### config.mk
export PLATFORM = sky130hd
export DESIGN_NAME = wtone_engine
export DESIGN_NICKNAME = d
export VERILOG_FILES = /design/src/rtl/wtone_pkg.sv /design/src/rtl/wtone_voice.sv /design/src/rtl/wtone_scale.sv /design/src/rtl/wtone_mixer.sv /design/src/rtl/wtone_engine.sv
export SDC_FILE = /design/constraint.sdc
export NUM_CORES = 1
export LEC_CHECK = 0
export BUFFER_PORTS_ARGS = -buffer_cell sky130_fd_sc_hd__buf_4
export CAP_MARGIN = 0
export CORE_MARGIN = 1
export CORE_UTILIZATION = 32
export CTS_BUF_LIST = sky130_fd_sc_hd__clkbuf_4 sky130_fd_sc_hd__clkbuf_8
export CTS_CLUSTER_DIAMETER = 120
export DETAILED_ROUTE_END_ITERATION = 12
export GPL_ROUTABILITY_DRIVEN = 0
export PLACE_DENSITY_LB_ADDON = 0.3
export SETUP_SLACK_MARGIN = 0.15
export SLEW_MARGIN = 20
export SYNTH_ARGS = -nofsm -noshare
export SYNTH_HDL_FRONTEND = slang
export SYNTH_SLANG_ARGS = --single-unit
### constraint.sdc
create_clock -name clk -period 6.6 [get_ports clk]
set_input_delay 0.66 -clock clk [delete_from_list [all_inputs] [get_ports clk]]
set_output_delay 0.66 -clock clk [all_outputs]
set_load 0.01 [all_outputs]
### src/rtl/wtone_pkg.sv
package wtone_pkg;
  localparam int NUM_VOICES = 5;
  localparam int PITCH_W    = 12;
  localparam int LOW_W      = 8;
  localparam int HI_W       = PITCH_W - LOW_W;
  localparam int POS_W      = 5;
  localparam int SAMP_W     = 8;
  localparam int VOL_W      = 4;
  localparam int HALT_MIN   = 9;
  localparam int PROD_W     = SAMP_W + VOL_W + 1;
  localparam int VOUT_W     = SAMP_W + 1;
  localparam int MIX_W      = 11;
endpackage

### src/rtl/wtone_voice.sv
module wtone_voice
  import wtone_pkg::*;
(
  input  logic               clk,
  input  logic               rst_n,
  input  logic               tick_en,
  input  logic               split_i,
  input  logic               lowbyte_i,
  input  logic               load_i,
  input  logic               clr_i,
  input  logic [PITCH_W-1:0] pitch_i,
  output logic [POS_W-1:0]   pos_o
);
  logic [PITCH_W-1:0] cnt_q, cnt_d, cnt_dec;
  logic [POS_W-1:0]   pos_q, pos_d;
  logic               halted, step;

  always_comb begin
    halted = (pitch_i < PITCH_W'(HALT_MIN));
    if (split_i)
      cnt_dec = {cnt_q[PITCH_W-1:LOW_W] - HI_W'(1), cnt_q[LOW_W-1:0] - LOW_W'(1)};
    else
      cnt_dec = cnt_q - PITCH_W'(1);
    if (lowbyte_i)
      step = (cnt_q[LOW_W-1:0] == '0);
    else if (split_i)
      step = (cnt_q[PITCH_W-1:LOW_W] == '0);
    else
      step = (cnt_q == '0);
  end

  always_comb begin
    cnt_d = cnt_q;
    pos_d = pos_q;
    if (load_i) begin
      cnt_d = pitch_i;
    end else if (tick_en && !halted) begin
      if (step) begin
        cnt_d = pitch_i;
        pos_d = pos_q + POS_W'(1);
      end else begin
        cnt_d = cnt_dec;
      end
    end
    if (clr_i) pos_d = '0;
  end

  always_ff @(posedge clk or negedge rst_n) begin
    if (!rst_n) begin
      cnt_q <= '0;
      pos_q <= '0;
    end else begin
      cnt_q <= cnt_d;
      pos_q <= pos_d;
    end
  end

  assign pos_o = pos_q;

  // halted voice keeps its position
  a_r1_halt_hold: assert property (@(posedge clk) disable iff (!rst_n)
    (halted && !clr_i) |=> (pos_q == $past(pos_q)));
  // load pulse places pitch in counter
  a_r6_load_pitch: assert property (@(posedge clk) disable iff (!rst_n)
    load_i |=> (cnt_q == $past(pitch_i)));
  // clear pulse zeroes position
  a_r7_clear_zero: assert property (@(posedge clk) disable iff (!rst_n)
    clr_i |=> (pos_q == '0));
  // position moves by at most one step
  a_r5_pos_step: assert property (@(posedge clk) disable iff (!rst_n)
    !clr_i |=> ((pos_q == $past(pos_q)) || (pos_q == $past(pos_q) + POS_W'(1))));
  // idle clock leaves counter and position alone
  a_r11_idle_hold: assert property (@(posedge clk) disable iff (!rst_n)
    (!tick_en && !load_i && !clr_i) |=> ($stable(cnt_q) && $stable(pos_q)));
endmodule

### src/rtl/wtone_scale.sv
module wtone_scale
  import wtone_pkg::*;
(
  input  logic                     on_i,
  input  logic signed [SAMP_W-1:0] samp_i,
  input  logic        [VOL_W-1:0]  vol_i,
  output logic signed [VOUT_W-1:0] out_o
);
  logic signed [PROD_W-1:0] prod;

  always_comb begin
    prod = PROD_W'(samp_i) * $signed({1'b0, vol_i});
    if (on_i) out_o = VOUT_W'(prod >>> VOL_W);
    else      out_o = '0;
  end
endmodule

### src/rtl/wtone_mixer.sv
module wtone_mixer
  import wtone_pkg::*;
(
  input  logic                     clk,
  input  logic                     rst_n,
  input  logic                     tick_en,
  input  logic [NUM_VOICES-1:0]    on_i,
  input  logic signed [VOUT_W-1:0] vout_i [NUM_VOICES],
  output logic signed [MIX_W-1:0]  mix_o
);
  logic signed [MIX_W-1:0] acc, mix_q, mix_d;

  always_comb begin
    acc = '0;
    for (int i = 0; i < NUM_VOICES; i++)
      acc = acc + MIX_W'(vout_i[i]);
    mix_d = tick_en ? acc : mix_q;
  end

  always_ff @(posedge clk or negedge rst_n) begin
    if (!rst_n) mix_q <= '0;
    else        mix_q <= mix_d;
  end

  assign mix_o = mix_q;

  // mix holds without a tick
  a_r11_mix_hold: assert property (@(posedge clk) disable iff (!rst_n)
    !tick_en |=> $stable(mix_q));

  for (genvar g = 0; g < NUM_VOICES; g++) begin : g_off
    // switched-off voice reaches the adder as zero
    a_r8_off_silent: assert property (@(posedge clk) disable iff (!rst_n)
      !on_i[g] |-> (vout_i[g] == '0));
  end
endmodule

### src/rtl/wtone_engine.sv
module wtone_engine
  import wtone_pkg::*;
(
  input  logic                             clk,
  input  logic                             rst_n,
  input  logic                             tick_en,
  input  logic                             cnt_split,
  input  logic                             cnt_lowbyte,
  input  logic [NUM_VOICES*PITCH_W-1:0]    pitch_bus,
  input  logic [NUM_VOICES*VOL_W-1:0]      vol_bus,
  input  logic [NUM_VOICES-1:0]            voice_on,
  input  logic [NUM_VOICES-1:0]            load_cnt,
  input  logic [NUM_VOICES-1:0]            clr_pos,
  input  logic [NUM_VOICES*SAMP_W-1:0]     samp_bus,
  output logic [NUM_VOICES*POS_W-1:0]      wave_pos,
  output logic signed [MIX_W-1:0]          mix_out
);
  logic [1:0]               rst_sync;
  logic                     rst_n_s;
  logic signed [VOUT_W-1:0] vout [NUM_VOICES];

  always_ff @(posedge clk or negedge rst_n) begin
    if (!rst_n) rst_sync <= 2'b00;
    else        rst_sync <= {rst_sync[0], 1'b1};
  end
  assign rst_n_s = rst_sync[1];

  for (genvar v = 0; v < NUM_VOICES; v++) begin : g_voice
    wtone_voice u_voice (
      .clk       (clk),
      .rst_n     (rst_n_s),
      .tick_en   (tick_en),
      .split_i   (cnt_split),
      .lowbyte_i (cnt_lowbyte),
      .load_i    (load_cnt[v]),
      .clr_i     (clr_pos[v]),
      .pitch_i   (pitch_bus[v*PITCH_W +: PITCH_W]),
      .pos_o     (wave_pos[v*POS_W +: POS_W])
    );
    wtone_scale u_scale (
      .on_i   (voice_on[v]),
      .samp_i (samp_bus[v*SAMP_W +: SAMP_W]),
      .vol_i  (vol_bus[v*VOL_W +: VOL_W]),
      .out_o  (vout[v])
    );
  end

  wtone_mixer u_mix (
    .clk     (clk),
    .rst_n   (rst_n_s),
    .tick_en (tick_en),
    .on_i    (voice_on),
    .vout_i  (vout),
    .mix_o   (mix_out)
  );

  // reset leaves positions and mix at zero
  a_r10_reset_clear: assert property (@(posedge clk)
    !rst_n_s |-> (wave_pos == '0 && mix_out == '0));
endmodule

Word-level counts from Yosys, hierarchy flattened. Index checks and enable logic that the tools add are counted.

Bits in registers: 98. Bits of input ports: 140. Output and inout port bits: 36. Word-level logic and storage cells: 151.

$add $sub $neg: 24. Multiply operators: 5. $lt $le $gt $ge: 5. Equality and inequality tests: 5. Muxes and demuxes: 55. Reduce and logical (&&, ||, !) cells: 45.

Operator list (count): two-way mux 12 bit (20); two-way mux 5 bit (20); multiplier 8 x 5 -> 13 bit (5); zero test 12 bit (5); < comparator 12 x 4 -> 1 bit, second input constant (5); subtractor 12 x 1 -> 12 bit, second input constant (5); two-way mux 9 bit (5); zero test 8 bit (5); subtractor 8 x 1 -> 8 bit, second input constant (5); nonzero test 2 bit (15); adder 5 x 1 -> 5 bit, second input constant (5); adder 11 x 9 -> 11 bit (2); zero test 4 bit (5); subtractor 4 x 1 -> 4 bit, second input constant (5); AND reduction 3 bit (5); adder 10 x 9 -> 11 bit (1); adder 9 x 9 -> 10 bit (1); two-way mux 1 bit (10); inequality test 2 x 1 -> 1 bit, second input constant (5); logical AND 1 bit (5); zero test 1 bit (5).

Longest topological paths before layout.
Depth after elaboration: 7. Depth in mapped cells: 27. Mapped depth without buffers: 27.

Modules after synthesis. A second synthesis with hierarchy kept.

Cells, all modules: 1645. Area total of the unflattened synthesis: 14278.7 um2.

By module, submodules not included: wtone_voice (times used 5, cells each 126, area an instance 1187.4 um2, seq. area each 425.4 um2); wtone_scale at g_voice[0].u_scale ... (times used 4, cells each 164, area an instance 1307.5 um2, seq. area each 0.0 um2); wtone_mixer (times used 1, cells each 195, area an instance 1757.9 um2, seq. area each 275.3 um2); wtone_scale at g_voice[3].u_scale (times used 1, cells each 161, area an instance 1300.0 um2, seq. area each 0.0 um2); wtone_engine (times used 1, cells each 3, area an instance 53.8 um2, seq. area each 50.0 um2).

Worst setup path after synthesis. No wires, ideal clock.

Path kind: in2reg. From: in vol_bus[2]. To: reg u_mix.mix_q[10] (netlist: u_mix.mix_o[10]). Setup time: 81 ps. Arrival: 6671 ps. Required time: 6519 ps. Path slack: -152 ps. Cell stages on the path: 26. Buffers on the path: 0. Cell sequence: and2_1 -> ha_1 -> inv_1 -> fa_1 -> fa_1 -> inv_1 -> ha_1 -> o21ai_1 -> inv_1 -> a2111oi_0 -> o31ai_1 -> a21oi_1 -> xor2_1 -> nor2_1 -> fa_1 -> fa_1 -> inv_1 -> fa_1 -> inv_1 -> ha_1 -> o21a_1 -> nor2_1 -> nor2_1 -> a211o_1 -> a311o_1 -> o211ai_2.

Cells in the longest elaborated chain, start to end: 6.

RTL lines: start, declared (line wtone_engine.sv:10) `input logic [NUM_VOICES*VOL_W-1:0] vol_bus,`; multiplier 8 x 5 -> 13 bit (line wtone_scale.sv:12) `prod = PROD_W'(samp_i) * $signed({1'b0, vol_i});`; two-way mux 9 bit (line wtone_scale.sv:13) `if (on_i) out_o = VOUT_W'(prod >>> VOL_W);`; adder 9 x 9 -> 10 bit (line wtone_mixer.sv:16) `acc = acc + MIX_W'(vout_i[i]);`; adder 10 x 9 -> 11 bit (line wtone_mixer.sv:16); adder 11 x 9 -> 11 bit (2 in series) (line wtone_mixer.sv:16); end signal, assigned (line wtone_mixer.sv:22) `else mix_q <= mix_d;`; end, declared (line wtone_mixer.sv:11) `logic signed [MIX_W-1:0] acc, mix_q, mix_d;`.

Every way passes these cells. A chain may end at the register's enable or synchronous reset.

Final worst setup path.
From: in vol_bus[19]. To: reg u_mix.mix_q[10] (netlist: u_mix.mix_o[10]).

Cells in the longest elaborated chain, start to end: 3.

RTL lines (line): multiplier 8 x 5 -> 13 bit (wtone_scale.sv:12); two-way mux 9 bit (wtone_scale.sv:13); adder 11 x 9 -> 11 bit (wtone_mixer.sv:16).

Every way passes these cells.

==> results.cfg <==
[run_status]
outcome = finished clean

[critical_path]
critPathMaxFanout = 5
worstSetupEndpointType = register
cp.arrival_ns = 6.60
worst-setup-path-type = input pin to register
cp_common_cell = fa_1
critPathLaunchType = input pin
worstPathRequired_ns = 6.91
ff2ff_setup_slack_ns = 4.19
cpMaxStageDelayCell = fa_2
max_stage_delay_ns = 0.62

[clocking]
cts.sinks = 98
cts_buffer_depth = 2
cts-htree-levels = 3
cts_tree = built
cts_buffers = 9
clkLatencyLatePin_ns = 0.39
ctsRootBufferMaster = clkbuf_8
clk_pin_slew_ns = 0.11

[job]
drv_cap = 0

[power_and_ir_drop]
peakVddDrop_v = 0.0003187
power_density_nw_per_um2 = 309.6
leakagePower_uw = 0.007629

[die]
fp.dieH_um = 201.6
start_util = 0.3269
dieArea_um2 = 40640
core-area_um2 = 39010
rows = 72
dieWidth_um = 201.6
io_pins = 176

[sta]
relSlewSlack = 0.3451
maxSlewViolCount = 0
rsz0062_at_grt = no
skew_ns = 0.02480
tns_ns = 0
fmax_ghz = 0.1589
finalSetupViolCount = 0
worst_pin_slew_ns = 0.9787
period_share = 0.9535
final_hold_viol_count = 0
fin_crit_ns = 6.293

[place]
io_buffers = 175
placed_cell_area_um2 = 15250
dp.cells = 2245
dpl.hpwl_um = 26090

[layout]
multi_input_area_um2 = 9937
fin_nets = 2130
syn2layout_area_growth_pct = 25.18
layout-drive-gt1-share = 0.2234
final_util = 0.4092
fillers = 3926
final_cells = 2264
diodes = 0
final_area_um2 = 15960
regArea_um2 = 2456

[grt]
grt_pass1_wl_um = 53320
grt_max_degree = 56
grt_pass1_vias = 11060
gr-usage-all-layers = 0.1578
antenna_found_initial = 0
grt-ovfl-total = 0

[routing]
drtAntennaViolNets = 0
viasPerCell = 4.823
drc = 0
routed_wl_um = 31950
drt_iter0_drc = 363
vias = 10920
wl_per_cell_um = 14.11
dr.pass1.iters = 4

[logic_synthesis]
synth_nets = 1906
ys_ff_latch = 98
syn_area_um2 = 12750
synth_edf_count = 0
ys_seq_area_frac = 0.1923
avgSynthCellArea_um2 = 8.405
synth_cells = 1517
synthArstFlopShare = 1.000
synth_flop_cell = dfrtp_1
synth.distinct_cells = 67
yosys_warnings = 0

[worst_hold_path]
hold_path_class = register to asynchronous set/reset pin
state kept, by name (all words and copies together), names as in the netlist:
register,count
rst_sync,2
g_voice.u_voice.pos_o,25
g_voice.u_voice.cnt_q,60
u_mix.mix_o,11
report_power, final:
part / leakage [uW] / internal [uW] / switching (uW)
combinational: 0.00631 / 1890 / 1840
clock: 0.0000886 / 147 / 253
sequential: 0.00123 / 714 / 102
total: 0.00763 / 2750 / 2190
cells in the mapped netlist, types with 15 or more instances:
library cell | count | area [um^2]
and2_1 | 121 | 757.0
buf_2 | 15 | 75.07
nand4_1 | 15 | 93.84
nand2_1 | 101 | 379.1
a21oi_1 | 93 | 465.5
o21a_1 | 15 | 112.6
dfrtp_1 | 98 | 2452
xnor2_1 | 43 | 376.6
nor2_1 | 124 | 465.5
fa_1 | 108 | 2162
ha_1 | 141 | 1764
o21ai_0 | 46 | 230.2
nor4_1 | 25 | 156.4
xor2_1 | 28 | 245.2
nor3_1 | 41 | 205.2
o21ai_1 | 61 | 305.3
inv_1 | 240 | 900.9
timing repair:
item | 4_1_cts | 5_1_grt
resized for setup | 4 | 88
endpoints found under the setup margin | 1 | 4
pin swaps | 2 | 92
buffers inserted | 0 | 2
endpoints found under the hold margin | 0 | 2
hold buffers | 0 | 1
routing by layer:
metal / part of all wire / GRT usage / wire length (um)
met5: 0 / 0 / 0
met4: 0.012 / 0.03111 / 393
met3: 0.021 / 0.01539 / 672
met2: 0.50 / 0.2760 / 16010
met1: 0.47 / 0.2109 / 14870
critical path: cells and delay by family:
family          cells  cell delay, ns
buf+inv             4            0.29
fa+ha+maj           8            3.43
simple gates        6            1.01
compound gates      7            1.23
per-stage QoR:
step                      power [uW]  setup WS (ns)  hold WS [ns]
after global placement          4179        -0.2511        0.3407
after detailed placement        4267        -0.3392        0.3420
after CTS                       4713         0.2022      0.003083
after floorplan                 3127         0.1519        0.3312
after global routing            5447         0.1223        0.3839
final                           4942         0.3072        0.3355
layout make-up:
cell class,count,area share
clock buffers,10,0.008231
clock inverters,6,0.003057
inverters,241,0.05668
multi-input cells,1147,0.6226
flip-flops and latches,98,0.1539
well taps,518,0.04061
repair buffers,244,0.1149
kinds of logic (layout without fill, tap and decap cells):
group,Yosys count,in the layout,share of synthesized area
AO/OA/AOI/OAI,303,303,0.1412
XOR/XNOR,71,71,0.04877
buffers and inverters,272,501,0.08184
adder cells (fa/ha/maj),249,249,0.3079
other,1,1,0.0002941
multiplexers,16,16,0.01295
flip-flops,98,98,0.1923
AND/OR/NAND/NOR,507,507,0.2146
placed cells by master, fill, tap and decap left out, types with 13 or more instances in the layout:
master	synthesis	layout
ha_4	0	31
nand3_1	14	14
nand2_1	101	99
o21ai_1	61	58
o21ai_0	46	42
dfrtp_1	98	97
inv_1	240	224
a31oi_1	14	14
ha_1	141	110
nand4_1	15	15
and2_1	121	109
nor4_1	25	25
xor2_1	28	28
xnor2_1	43	42
inv_2	1	17
nor3_1	41	37
fa_1	108	107
nor2_1	124	115
a21oi_1	93	88
buf_4	1	243
o21a_1	15	13
final timing paths:
check                                                to                        start  cells after the start
setup / recovery                        u_mix.mix_o[10]                  vol_bus[19]                     25
hold / removal              g_voice[0].u_voice.pos_o[1]                  rst_sync[1]                      0
setup reg to reg           g_voice[2].u_voice.cnt_q[10]  g_voice[2].u_voice.cnt_q[6]                      7
hold reg to reg             g_voice[0].u_voice.pos_o[1]                  rst_sync[1]                      0
max in group asynchronous  g_voice[4].u_voice.cnt_q[11]                  rst_sync[1]                      1
min in group clk                            rst_sync[1]                  rst_sync[0]                      0
Note: power is estimated with default switching activity, not from simulation.
